<file path="src/rtl/bru_pkg.sv">
package bru_pkg;
  localparam int AW = 16;
  localparam int DW = 8;
  localparam int PW = 11;

  typedef enum logic [3:0] {
    BR_SHORT = 4'd0,  BR_LONG = 4'd1,  BR_PAGE = 4'd2,  BR_IND  = 4'd3,
    BR_AZ    = 4'd4,  BR_ANZ  = 4'd5,  BR_CSET = 4'd6,  BR_CCLR = 4'd7,
    BR_BSET  = 4'd8,  BR_BCLR = 4'd9,  BR_CMP  = 4'd10, BR_DEC  = 4'd11
  } br_op_t;

  function automatic logic [AW-1:0] rel_tgt(input logic [AW-1:0] npc, input logic [DW-1:0] off);
    return npc + {{(AW-DW){off[DW-1]}}, off};
  endfunction

  function automatic logic [AW-1:0] page_tgt(input logic [AW-1:0] npc, input logic [PW-DW-1:0] hi3,
                                             input logic [DW-1:0] lo);
    return {npc[AW-1:PW], hi3, lo};
  endfunction

  function automatic logic [AW-1:0] ind_tgt(input logic [AW-1:0] base, input logic [DW-1:0] ofs);
    return base + {{(AW-DW){1'b0}}, ofs};
  endfunction

  function automatic logic uses_rel(input br_op_t op);
    return (op == BR_SHORT) || ((op >= BR_AZ) && (op <= BR_DEC));
  endfunction
endpackage

</file>
<file path="src/rtl/bru_target.sv">
module bru_target
  import bru_pkg::*;
#(
  parameter int A_W = AW,
  parameter int D_W = DW
) (
  input  br_op_t           op,
  input  logic [A_W-1:0]   npc,
  input  logic [D_W-1:0]   rel,
  input  logic [2:0]       page_hi,
  input  logic [D_W-1:0]   hi,
  input  logic [D_W-1:0]   lo,
  input  logic [D_W-1:0]   acc,
  input  logic [A_W-1:0]   dptr,
  output logic [A_W-1:0]   jump_tgt,
  output logic             rel_form
);
  logic [A_W-1:0] t_rel, t_long, t_page, t_ind;

  assign t_rel  = rel_tgt(npc, rel);
  assign t_long = {hi, lo};
  assign t_page = page_tgt(npc, page_hi, lo);
  assign t_ind  = ind_tgt(dptr, acc);
  assign rel_form = uses_rel(op);

  always_comb begin
    unique case (op)
      BR_LONG: jump_tgt = t_long;
      BR_PAGE: jump_tgt = t_page;
      BR_IND:  jump_tgt = t_ind;
      default: jump_tgt = t_rel;
    endcase
  end
endmodule

</file>
<file path="src/rtl/bru_cond.sv">
module bru_cond
  import bru_pkg::*;
#(
  parameter int D_W = DW
) (
  input  br_op_t          op,
  input  logic [D_W-1:0]  acc,
  input  logic            cy,
  input  logic            tbit,
  input  logic [D_W-1:0]  cmp_a,
  input  logic [D_W-1:0]  cmp_b,
  input  logic [D_W-1:0]  cnt,
  output logic            take,
  output logic            cy_nx,
  output logic [D_W-1:0]  cnt_nx,
  output logic            cmp_lt,
  output logic            dec_nz
);
  logic            acc_zero;
  logic [D_W-1:0]  dec_val;

  assign acc_zero = (acc == '0);
  assign cmp_lt   = (cmp_a < cmp_b);
  assign dec_val  = cnt - D_W'(1);
  assign dec_nz   = (dec_val != '0);

  always_comb begin
    take   = 1'b0;
    cy_nx  = cy;
    cnt_nx = cnt;
    case (op)
      BR_SHORT, BR_LONG, BR_PAGE, BR_IND: take = 1'b1;
      BR_AZ:   take = acc_zero;
      BR_ANZ:  take = !acc_zero;
      BR_CSET: take = cy;
      BR_CCLR: take = !cy;
      BR_BSET: take = tbit;
      BR_BCLR: take = !tbit;
      BR_CMP: begin
        take  = (cmp_a != cmp_b);
        cy_nx = cmp_lt;
      end
      BR_DEC: begin
        take   = dec_nz;
        cnt_nx = dec_val;
      end
      default: take = 1'b0;
    endcase
  end
endmodule

</file>
<file path="src/rtl/bru_unit.sv">
module bru_unit
  import bru_pkg::*;
#(
  parameter int A_W = AW,
  parameter int D_W = DW
) (
  input  logic            clk,
  input  logic            rst_n,
  input  logic            issue_i,
  input  logic [3:0]      op_i,
  input  logic [A_W-1:0]  next_pc_i,
  input  logic [D_W-1:0]  rel_i,
  input  logic [2:0]      page_bits_i,
  input  logic [D_W-1:0]  addr_hi_i,
  input  logic [D_W-1:0]  addr_lo_i,
  input  logic [D_W-1:0]  acc_i,
  input  logic [A_W-1:0]  dptr_i,
  input  logic            cy_i,
  input  logic            bit_i,
  input  logic [D_W-1:0]  cmp_a_i,
  input  logic [D_W-1:0]  cmp_b_i,
  input  logic [D_W-1:0]  cnt_i,
  output logic            done_o,
  output logic            taken_o,
  output logic [A_W-1:0]  target_o,
  output logic            cy_o,
  output logic [D_W-1:0]  cnt_o
);
  br_op_t          op;
  logic [A_W-1:0]  jump_tgt;
  logic            rel_form;
  logic            cond_take;
  logic            cy_nx;
  logic [D_W-1:0]  cnt_nx;
  logic            cmp_lt;
  logic            dec_nz;
  logic [A_W-1:0]  pc_sel;

  assign op = br_op_t'(op_i);

  bru_target #(.A_W(A_W), .D_W(D_W)) u_tgt (
    .op(op), .npc(next_pc_i), .rel(rel_i), .page_hi(page_bits_i),
    .hi(addr_hi_i), .lo(addr_lo_i), .acc(acc_i), .dptr(dptr_i),
    .jump_tgt(jump_tgt), .rel_form(rel_form)
  );

  bru_cond #(.D_W(D_W)) u_cond (
    .op(op), .acc(acc_i), .cy(cy_i), .tbit(bit_i), .cmp_a(cmp_a_i),
    .cmp_b(cmp_b_i), .cnt(cnt_i), .take(cond_take), .cy_nx(cy_nx),
    .cnt_nx(cnt_nx), .cmp_lt(cmp_lt), .dec_nz(dec_nz)
  );

  assign pc_sel = cond_take ? jump_tgt : next_pc_i;

  always_ff @(posedge clk or negedge rst_n) begin
    if (!rst_n) begin
      done_o   <= 1'b0;
      taken_o  <= 1'b0;
      target_o <= '0;
      cy_o     <= 1'b0;
      cnt_o    <= '0;
    end else begin
      done_o <= issue_i;
      if (issue_i) begin
        taken_o  <= cond_take;
        target_o <= pc_sel;
        cy_o     <= cy_nx;
        cnt_o    <= cnt_nx;
      end
    end
  end
endmodule

</file>
<file path="config.mk">
export PLATFORM = sky130hd
export DESIGN_NAME = bru_unit
export DESIGN_NICKNAME = d
export VERILOG_FILES = /design/src/rtl/bru_pkg.sv /design/src/rtl/bru_target.sv /design/src/rtl/bru_cond.sv /design/src/rtl/bru_unit.sv
export SDC_FILE = /design/constraint.sdc
export NUM_CORES = 1
export LEC_CHECK = 0
export BUFFER_PORTS_ARGS = -buffer_cell sky130_fd_sc_hd__buf_2
export CORE_MARGIN = 5
export CORE_UTILIZATION = 46
export DETAILED_ROUTE_END_ITERATION = 8
export PLACE_DENSITY = 0.78
export SETUP_SLACK_MARGIN = 0.1
export SLEW_MARGIN = 40
export SYNTH_ARGS = -nofsm -noshare
export SYNTH_HDL_FRONTEND = slang
export SYNTH_SLANG_ARGS = --single-unit
</file>
<file path="constraint.sdc">
create_clock -name clk -period 1 [get_ports clk]
set_clock_uncertainty 0.2 [all_clocks]
set_input_delay 0.2 -clock clk [delete_from_list [all_inputs] [get_ports clk]]
set_output_delay 0.2 -clock clk [all_outputs]
set_load 0.03 [all_outputs]
</file>
==> results of run 1 <==
## synthesized netlist by cell type (6+ instances only)
| library cell | instances |
|---|---|
| a21oi_1 | 36 |
| nor2_1 | 36 |
| ha_1 | 33 |
| o21ai_0 | 29 |
| dfrtp_1 | 27 |
| nand2_1 | 24 |
| inv_1 | 21 |
| xor2_1 | 15 |
| nor3_1 | 14 |
| nand3_1 | 13 |
| xnor2_1 | 13 |
| a21o_1 | 11 |
| a22oi_1 | 7 |
| a31oi_1 | 7 |
| clkbuf_1 | 7 |
| o211ai_1 | 7 |
| a211oi_1 | 6 |
| and3_1 | 6 |
## layer usage
| layer | track usage [%] | GRT overflow |
|---|---|---|
| met5 | 20.2 | 0 |
| met4 | 73.7 | 16 |
| met3 | 60.2 | 0 |
| met2 | 87.3 | 12 |
| met1 | 64.1 | 1 |
## stage by stage
| stage | std cells | worst slack (ps) | utilization, % | TNS [ps] |
|---|---|---|---|---|
| after floorplan | 426 | -1250 | - | -19860 |
| after global placement | 778 | -1460 | 77.6 | -28900 |
| after detailed placement | 778 | -1520 | 77.6 | -30160 |
| after CTS | 811 | -1160 | 91.1 | -26870 |
## cells by family after synthesis
| logic type | Yosys count | synth area share (%) |
|---|---|---|
| compound gates | 156 | 31.5 |
| xor+xnor | 28 | 7.21 |
| fa+ha+maj | 35 | 13.3 |
| buf+inv | 37 | 4.71 |
| flops | 27 | 19.9 |
| mux | 8 | 2.47 |
| simple gates | 135 | 20.9 |
## repair_timing
action / 4_1_cts
hold endpoints to repair: 28
setup buffers: 30
setup endpoints to repair: 53
pin swaps: 58
resized for setup: 162
hold buffers: 1
==> impl_metrics.json, run 1 <==
{
  "die_w_um": 96.0,
  "yosysSeqAreaShare_pct": 19.9,
  "clkSinkCount": 27,
  "syn_inst": 426,
  "hpwl_um": 11000,
  "num_rows": 31,
  "ys_async_sr_fraction_pct": 100,
  "synth_warnings": 0,
  "grt_usage_pct": 70.0,
  "yosysTopAreaCell": "dfrtp_1",
  "outcome": "aborted with a tool error",
  "grt_max_degree": 28,
  "synth_ff_type": "dfrtp_1",
  "worst-ep-kind": "sequential cell input",
  "cts_buffers": 3,
  "synth-seq-cells": 27,
  "netlist_area_um2": 3400,
  "synth-edff-count": 0,
  "chipHeight_um": 96.0,
  "initial_utilization_pct": 47.1,
  "ys_top_cells_by_area": "dfrtp_1 20%, ha_1 12%, a21oi_1 5.3%",
  "avgSynthCellArea_um2": 7.98,
  "pin_count": 127,
  "tool.error": "[ERROR GRT-0232] Routing congestion too high. Check the congestion heatmap in the GUI.",
  "worstEndpointGrtRepair": "target_o[6]$_DFFE_PN0P_/D",
  "yosysTopAreaCellShare_pct": 19.9,
  "yosysUniqueCellTypes": 66,
  "gp_congestion": 0.893,
  "overflow": 29,
  "stop_stage": "5_1_grt",
  "ctsHtreeMaxLevel": 1,
  "cts-root-buf": "clkbuf_8",
  "io_buffers": 126,
  "postPlaceCellArea_um2": 5600,
  "clock_path_buffers": 2,
  "synthesis.nets": 561
}
==> inputs of run 2 (changes only) <==
--- a/config.mk
+++ b/config.mk
@@ -7,10 +7,9 @@
 export LEC_CHECK = 0
 export BUFFER_PORTS_ARGS = -buffer_cell sky130_fd_sc_hd__buf_2
 export CORE_MARGIN = 5
-export CORE_UTILIZATION = 46
+export CORE_UTILIZATION = 40
 export DETAILED_ROUTE_END_ITERATION = 8
-export PLACE_DENSITY = 0.78
-export SETUP_SLACK_MARGIN = 0.1
+export PLACE_DENSITY_LB_ADDON = 0.15
 export SLEW_MARGIN = 40
 export SYNTH_ARGS = -nofsm -noshare
 export SYNTH_HDL_FRONTEND = slang
==> constraint.sdc (replaced) <==
create_clock -name clk -period 1.3 [get_ports clk]
set_clock_uncertainty 0.2 [all_clocks]
set_input_delay 0.26 -clock clk [delete_from_list [all_inputs] [get_ports clk]]
set_output_delay 0.26 -clock clk [all_outputs]
set_load 0.03 [all_outputs]
==> impl_metrics.json, run 2 <==
{
  "cts_tree": "done",
  "synthMuxAreaShare_pct": 2.47,
  "synthTopCellsByCount": "36 x a21oi_1, 36 x nor2_1, 33 x ha_1",
  "wirelength_um": 15700,
  "area_delta_synth_final_pct": 99.7,
  "cp_cell_sequence": "buf_8 -> ha_4 -> inv_2 -> fa_2 -> nor2b_2 -> o31a_2 -> o21a_1 -> or3_1 -> a31oi_1 -> nand3_1 -> a221o_1",
  "slowest_delay_ps": 330,
  "cts_buffers": 3,
  "yosysSeqAreaShare_pct": 19.9,
  "synth-simple-area-share_pct": 20.9,
  "final_cells": 817,
  "clkLatencyLatePin_ps": 290,
  "crit_path_start": "next_pc_i[0]",
  "synth-edff-count": 0,
  "worst_pin_slew_ps": 365,
  "timing_hold_violations_final": 0,
  "worstPathRequired_ps": 1270,
  "synth-xor-area-share_pct": 7.21,
  "grt_max_degree": 28,
  "path_class": "in -> reg",
  "final_common_cell": "buf_4",
  "rsz0062_at_grt": "yes",
  "detail_route.wl_per_cell_um": 19.2,
  "slew_headroom_pct": 75.4,
  "chipHeight_um": 102,
  "drtAntennaViolNets": 0,
  "initial_utilization_pct": 41.2,
  "clkSlewWorstSetupHoldPaths_ps": 100,
  "setup_viol": 33,
  "clkSinkCount": 27,
  "startpoint_type": "input port",
  "setup_tns_ps": -14680,
  "drive_above_1_share_pct": 60.0,
  "largestRegisters": "target_o x16, cnt_o x8",
  "hold_slack_ps": 74.8,
  "hp-start": "next_pc_i[9]",
  "drtPass1Iterations": 5,
  "largest_register_ffs": 16,
  "period_share_pct": 173,
  "die-area_um2": 10400,
  "route.vias.total": 4646,
  "powerDensity_nw_per_um2": 710,
  "clock_path_buffers": 2,
  "hpwl_um": 10800,
  "final_cell_mix": "152 x buf_4, 70 x buf_2, 60 x buf_6, 32 x nor2_1, 29 x a21oi_1",
  "avgSynthCellArea_um2": 7.98,
  "overflow": 0,
  "dp_worst_setup_slack_ps": -1290,
  "route.detailed.drc": 0,
  "arrival_ps": 2210,
  "num_rows": 33,
  "first_global_vias": 4644,
  "coreArea_um2": 8260,
  "drv_cap": 0,
  "path_max_fanout": 2,
  "final_util_pct": 82.2,
  "synth_top_family_by_area": "compound AO/OA/AOI/OAI gates",
  "n_fill_cell": 519,
  "pin_count": 127,
  "ys_async_sr_fraction_pct": 100,
  "synth_warnings": 0,
  "dp.cells": 777,
  "violations": "setup timing",
  "cts-root-buf": "clkbuf_8",
  "first_iter_violations": 272,
  "outcome": "finished, violations left",
  "vdd_drop_max_uv": 440,
  "regMostFlops": "target_o",
  "synth-seq-cells": 27,
  "io_buffers": 126,
  "synth_ff_type": "dfrtp_1",
  "ctsHtreeMaxLevel": 1,
  "cpMaxStageDelayCell": "or3_1",
  "synth-compound-area-share_pct": 31.5,
  "n_antenna_cell": 0,
  "yosysTopAreaCell": "dfrtp_1",
  "yosysUniqueCellTypes": 66,
  "synth_fa_ha_area_share_pct": 13.3,
  "gp_congestion": 0.869,
  "grt_usage_pct": 27.2,
  "min_period_ps": 2240,
  "ys_top_cells_by_area": "dfrtp_1 20%, ha_1 12%, a21oi_1 5.3%",
  "netlist_area_um2": 3400,
  "r2r_start": "target_o[13]$_DFFE_PN0P_",
  "antenna_found_initial": 0,
  "grt_first_pass_wirelength_um": 22600,
  "end_kind": "flop",
  "setup_slack_ps": -944,
  "fmax_mhz": 446,
  "die_w_um": 102,
  "viasPerCell": 5.69,
  "hold_class": "in -> reg",
  "syn_inst": 426,
  "p_leak_nw": 3.05,
  "slew_violations": 0,
  "synthesis.nets": 561,
  "yosysTopAreaCellShare_pct": 19.9,
  "final_nets": 848
}
run 2: cell counts after synthesis:
No cell type changed its count.
run 2: metal layers:
| layer | track usage (%) | up-vias | wire, um |
|---|---|---|---|
| met5 | 0 | - | 0 |
| met4 | 6.36 | 0 | 271 |
| met3 | 2.87 | 24 | 875 |
| met2 | 47.4 | 170 | 7980 |
| met1 | 36.0 | 2252 | 6540 |
| li1 | - | 2200 | - |
run 2: path summary, 6_finish.rpt:
path,end,slack [ps],cells after the start
setup / recovery,target_o[6]$_DFFE_PN0P_,-940,11
hold / removal,target_o[9]$_DFFE_PN0P_,70,3
setup reg to reg,target_o[13]$_DFFE_PN0P_,-40,4
hold reg to reg,cnt_o[3]$_DFFE_PN0P_,360,2
max in group asynchronous,target_o[0]$_DFFE_PN0P_,460,3
min in group asynchronous,cnt_o[2]$_DFFE_PN0P_,270,3
run 2: worst max-delay path, delay by kind of cell:
kind	cells	cell delay [ps]
AOI/OAI and AO/OA	4	930
and+or+nand+nor	3	530
adders and majority gates	2	350
buffers and inverters	2	140
run 2: kinds of logic after synthesis:
kind of cell | Yosys count
AOI/OAI and AO/OA | 156
xor gates and xnor gates | 28
adders and majority gates | 35
buffers and inverters | 37
DFF | 27
muxes | 8
and+or+nand+nor | 135
run 2: where the power goes:
part	total (mW)	internal, mW	switching [mW]
registers	1.07	0.966	0.106
logic	3.22	1.65	1.57
clock network	0.528	0.216	0.312
total	4.82	2.83	1.99
run 2: through the flow:
step	total power, mW	area, um2
2_1_floorplan	2.39	3810
3_3_place_gp	3.42	5530
3_5_place_dp	3.45	5530
4_1_cts	4.48	6380
5_1_grt	5.06	6790
6_report	4.82	6790
run 2: area by class of cell:
| class | instances | area, um2 | share of cell area (%) |
|---|---|---|---|
| inverters | 22 | 118 | 1.73 |
| well taps | 105 | 131 | 1.94 |
| multi-input cells | 362 | 3400 | 50.2 |
| repair buffers | 297 | 2410 | 35.5 |
| clock buffers | 3 | 41.3 | 0.608 |
| clock inverters | 1 | 5.00 | 0.0737 |
| flip-flops and latches | 27 | 676 | 9.95 |
run 2: what timing repair did:
action | CTS | global route
cloned | 1 | 0
pin swaps | 51 | 58
resized for setup | 145 | 78
hold buffers | 1 | 0
hold endpoints to repair | 27 | 0
endpoints found under the setup margin | 49 | 51
setup buffers | 32 | 14
(Power assumes the default switching activity.)
==> inputs of run 3 (changes only) <==
--- a/config.mk
+++ b/config.mk
@@ -5,6 +5,7 @@
 export SDC_FILE = /design/constraint.sdc
 export NUM_CORES = 1
 export LEC_CHECK = 0
+export ABC_AREA = 1
 export BUFFER_PORTS_ARGS = -buffer_cell sky130_fd_sc_hd__buf_2
 export CORE_MARGIN = 5
 export CORE_UTILIZATION = 40
==> impl_metrics.json, run 3 <==
{
  "rsz0062_at_grt": "yes",
  "power_switching_mw": 1.83,
  "setup_tns_ps": -7340,
  "n_fill_cell": 773,
  "cpMostUsedCell": "nand2_2",
  "cts-root-buf": "clkbuf_8",
  "yosysTopAreaCell": "nand2_1",
  "n_antenna_cell": 0,
  "drive_above_1_share_pct": 44.6,
  "seqPwrFrac_pct": 24.6,
  "drtAntennaViolNets": 0,
  "final_util_pct": 70.9,
  "grt_first_pass_wirelength_um": 22900,
  "fmax_mhz": 563,
  "crit_family": "simple AND/OR/NAND/NOR gates",
  "ctsHtreeMaxLevel": 1,
  "final_common_cell": "nand2_1",
  "hpwl_um": 11500,
  "die-area_um2": 11400,
  "route.vias.total": 5131,
  "min_period_ps": 1780,
  "avgSynthCellArea_um2": 5.75,
  "timing_hold_violations_final": 0,
  "first_iter_violations": 211,
  "outcome": "finished, violations left",
  "p_int_mw": 2.52,
  "yosysTopAreaCellShare_pct": 23.4,
  "ys_async_sr_fraction_pct": 100,
  "wirelength_um": 14700,
  "cts_buffers": 3,
  "yosysUniqueCellTypes": 38,
  "largestRegisters": "target_o x16, cnt_o x8",
  "clock_path_buffers": 2,
  "ys_top_cells_by_area": "nand2_1 23%, dfrtp_1 18%, ha_1 11%",
  "p_leak_nw": 3.41,
  "cpMaxStageDelayCell": "nor2_4",
  "clkSinkCount": 27,
  "crit_buf_inv": 2,
  "synth-seq-cells": 27,
  "antenna_found_initial": 0,
  "path_class": "in -> reg",
  "pwr-share-comb_pct": 63.3,
  "gp_congestion": 0.962,
  "overflow": 0,
  "coreArea_um2": 9150,
  "drv_cap": 0,
  "final_cell_mix": "206 x nand2_1, 134 x buf_4, 83 x buf_2, 75 x inv_1, 48 x nand3_1",
  "vdd_drop_max_uv": 474,
  "slew_violations": 0,
  "area_delta_synth_final_pct": 74.0,
  "synthTopCellsByCount": "232 x nand2_1, 90 x inv_1, 67 x nand3_1",
  "yosysMostFrequentCell": "nand2_1",
  "setup_viol": 35,
  "slew_headroom_pct": 77.1,
  "startpoint_type": "input port",
  "die_w_um": 107,
  "dp.cells": 986,
  "num_rows": 35,
  "netSwitchingFraction_pct": 42.2,
  "first_global_vias": 5146,
  "hold_slack_ps": 56.7,
  "slowest_delay_ps": 260,
  "detail_route.wl_per_cell_um": 14.4,
  "powerDensity_nw_per_um2": 671,
  "netlist_area_um2": 3730,
  "clkLatencyLatePin_ps": 290,
  "synth_warnings": 0,
  "hold_class": "in -> reg",
  "yosysSeqAreaShare_pct": 18.1,
  "end_kind": "flop",
  "synth-edff-count": 0,
  "worst_pin_slew_ps": 344,
  "pin_count": 127,
  "regMostFlops": "target_o",
  "drtPass1Iterations": 4,
  "cp_cell_sequence": "buf_2 -> inv_2 -> ha_4 -> nand2_2 -> nand2_2 -> nand3_2 -> nor2_2 -> nand2_1 -> nand2_2 -> nand3_4 -> nor2_4 -> nand2_1 -> nand3_1",
  "initial_utilization_pct": 40.7,
  "grt_max_degree": 22,
  "period_share_pct": 137,
  "grt_usage_pct": 24.3,
  "violations": "setup timing",
  "io_buffers": 126,
  "viasPerCell": 5.03,
  "setup_slack_ps": -477,
  "synthesis.nets": 783,
  "syn_inst": 648,
  "route.detailed.drc": 0,
  "final_cells": 1020,
  "arrival_ps": 1800,
  "path_max_fanout": 8,
  "largest_register_ffs": 16,
  "pwr-share-clk_pct": 12.1,
  "worstPathRequired_ps": 1320,
  "synth_ff_type": "dfrtp_1",
  "final_nets": 1045,
  "chipHeight_um": 107,
  "clkSlewWorstSetupHoldPaths_ps": 110,
  "cts_tree": "done"
}
==> run 3: cell count changes after synthesis, sizes merged, moves of 11 or more <==
cell	change
nor3	-14
a21o	-11
nand2	+212
nand4	+12
nor2	+31
nand3	+55
inv	+73
xor2	-13
==> run 3: area by class of cell <==
type	count	area [um2]	share of cell area (%)
Inverter	96	374	5.77
Sequential cell	27	676	10.4
Multi-Input combinational cell	517	3280	50.6
Timing Repair Buffer	265	1970	30.4
Clock inverter	1	7.51	0.116
Clock buffer	3	41.3	0.637
Tap cell	111	139	2.14
==> run 3: power groups by stage <==
stage	Combinational, mW	Clock (mW)	Sequential (mW)
finish	2.75	0.527	1.07
global route	3.00	0.572	1.08
CTS	2.58	0.523	1.06
detailed placement	2.27	0	1.05
global placement	2.22	0	1.06
floorplan	1.04	0	1.30
==> run 3: final timing paths <==
| path | start | to | slack, ps | cells past startpoint |
|---|---|---|---|---|
| max | cnt_i[1] | target_o[9]$_DFFE_PN0P_ | -480 | 13 |
| min | cy_i | cy_o$_DFFE_PN0P_ | 60 | 3 |
| max reg2reg | cy_o$_DFFE_PN0P_ | cy_o$_DFFE_PN0P_ | 200 | 4 |
| min reg2reg | target_o[12]$_DFFE_PN0P_ | target_o[12]$_DFFE_PN0P_ | 320 | 2 |
| max in group asynchronous | rst_n | target_o[4]$_DFFE_PN0P_ | 280 | 3 |
| min in group asynchronous | rst_n | cnt_o[0]$_DFFE_PN0P_ | 190 | 2 |
==> run 3: stage by stage <==
step	area [um2]	setup slack (ps)	power (mW)
3_3_place_gp	5690	-758	3.28
4_1_cts	6180	-465	4.16
2_1_floorplan	4140	-484	2.34
5_1_grt	6490	-567	4.66
6_report	6490	-477	4.35
3_5_place_dp	5690	-794	3.32
==> run 3: repair_timing <==
action	CTS	global route
resized for setup	79	65
setup buffers	19	12
pin swaps	25	46
endpoints found under the setup margin	44	47
hold buffers	1	0
endpoints found under the hold margin	27	0
==> run 3: worst reg2reg max path: stages (launching register included) <==
cell     delay, ps
dfrtp_1        410
buf_4          140
buf_4          120
nor2_1          80
a31oi_1         40
==> run 3: layer usage <==
metal	wire length, um	up-vias	track usage (%)
li1	-	2608	-
met1	5970	2327	29.2
met2	7490	160	45.3
met3	740	36	2.25
met4	483	0	7.67
met5	0	-	0
==> run 3: kinds of logic after synthesis <==
group | count (synthesis) | share of synthesized area [%]
and+or+nand+nor | 405 | 47.1
buffers and inverters | 104 | 10.7
AOI/OAI and AO/OA | 72 | 10.7
adders and majority gates | 35 | 12.1
DFF | 27 | 18.1
xor gates and xnor gates | 5 | 1.17
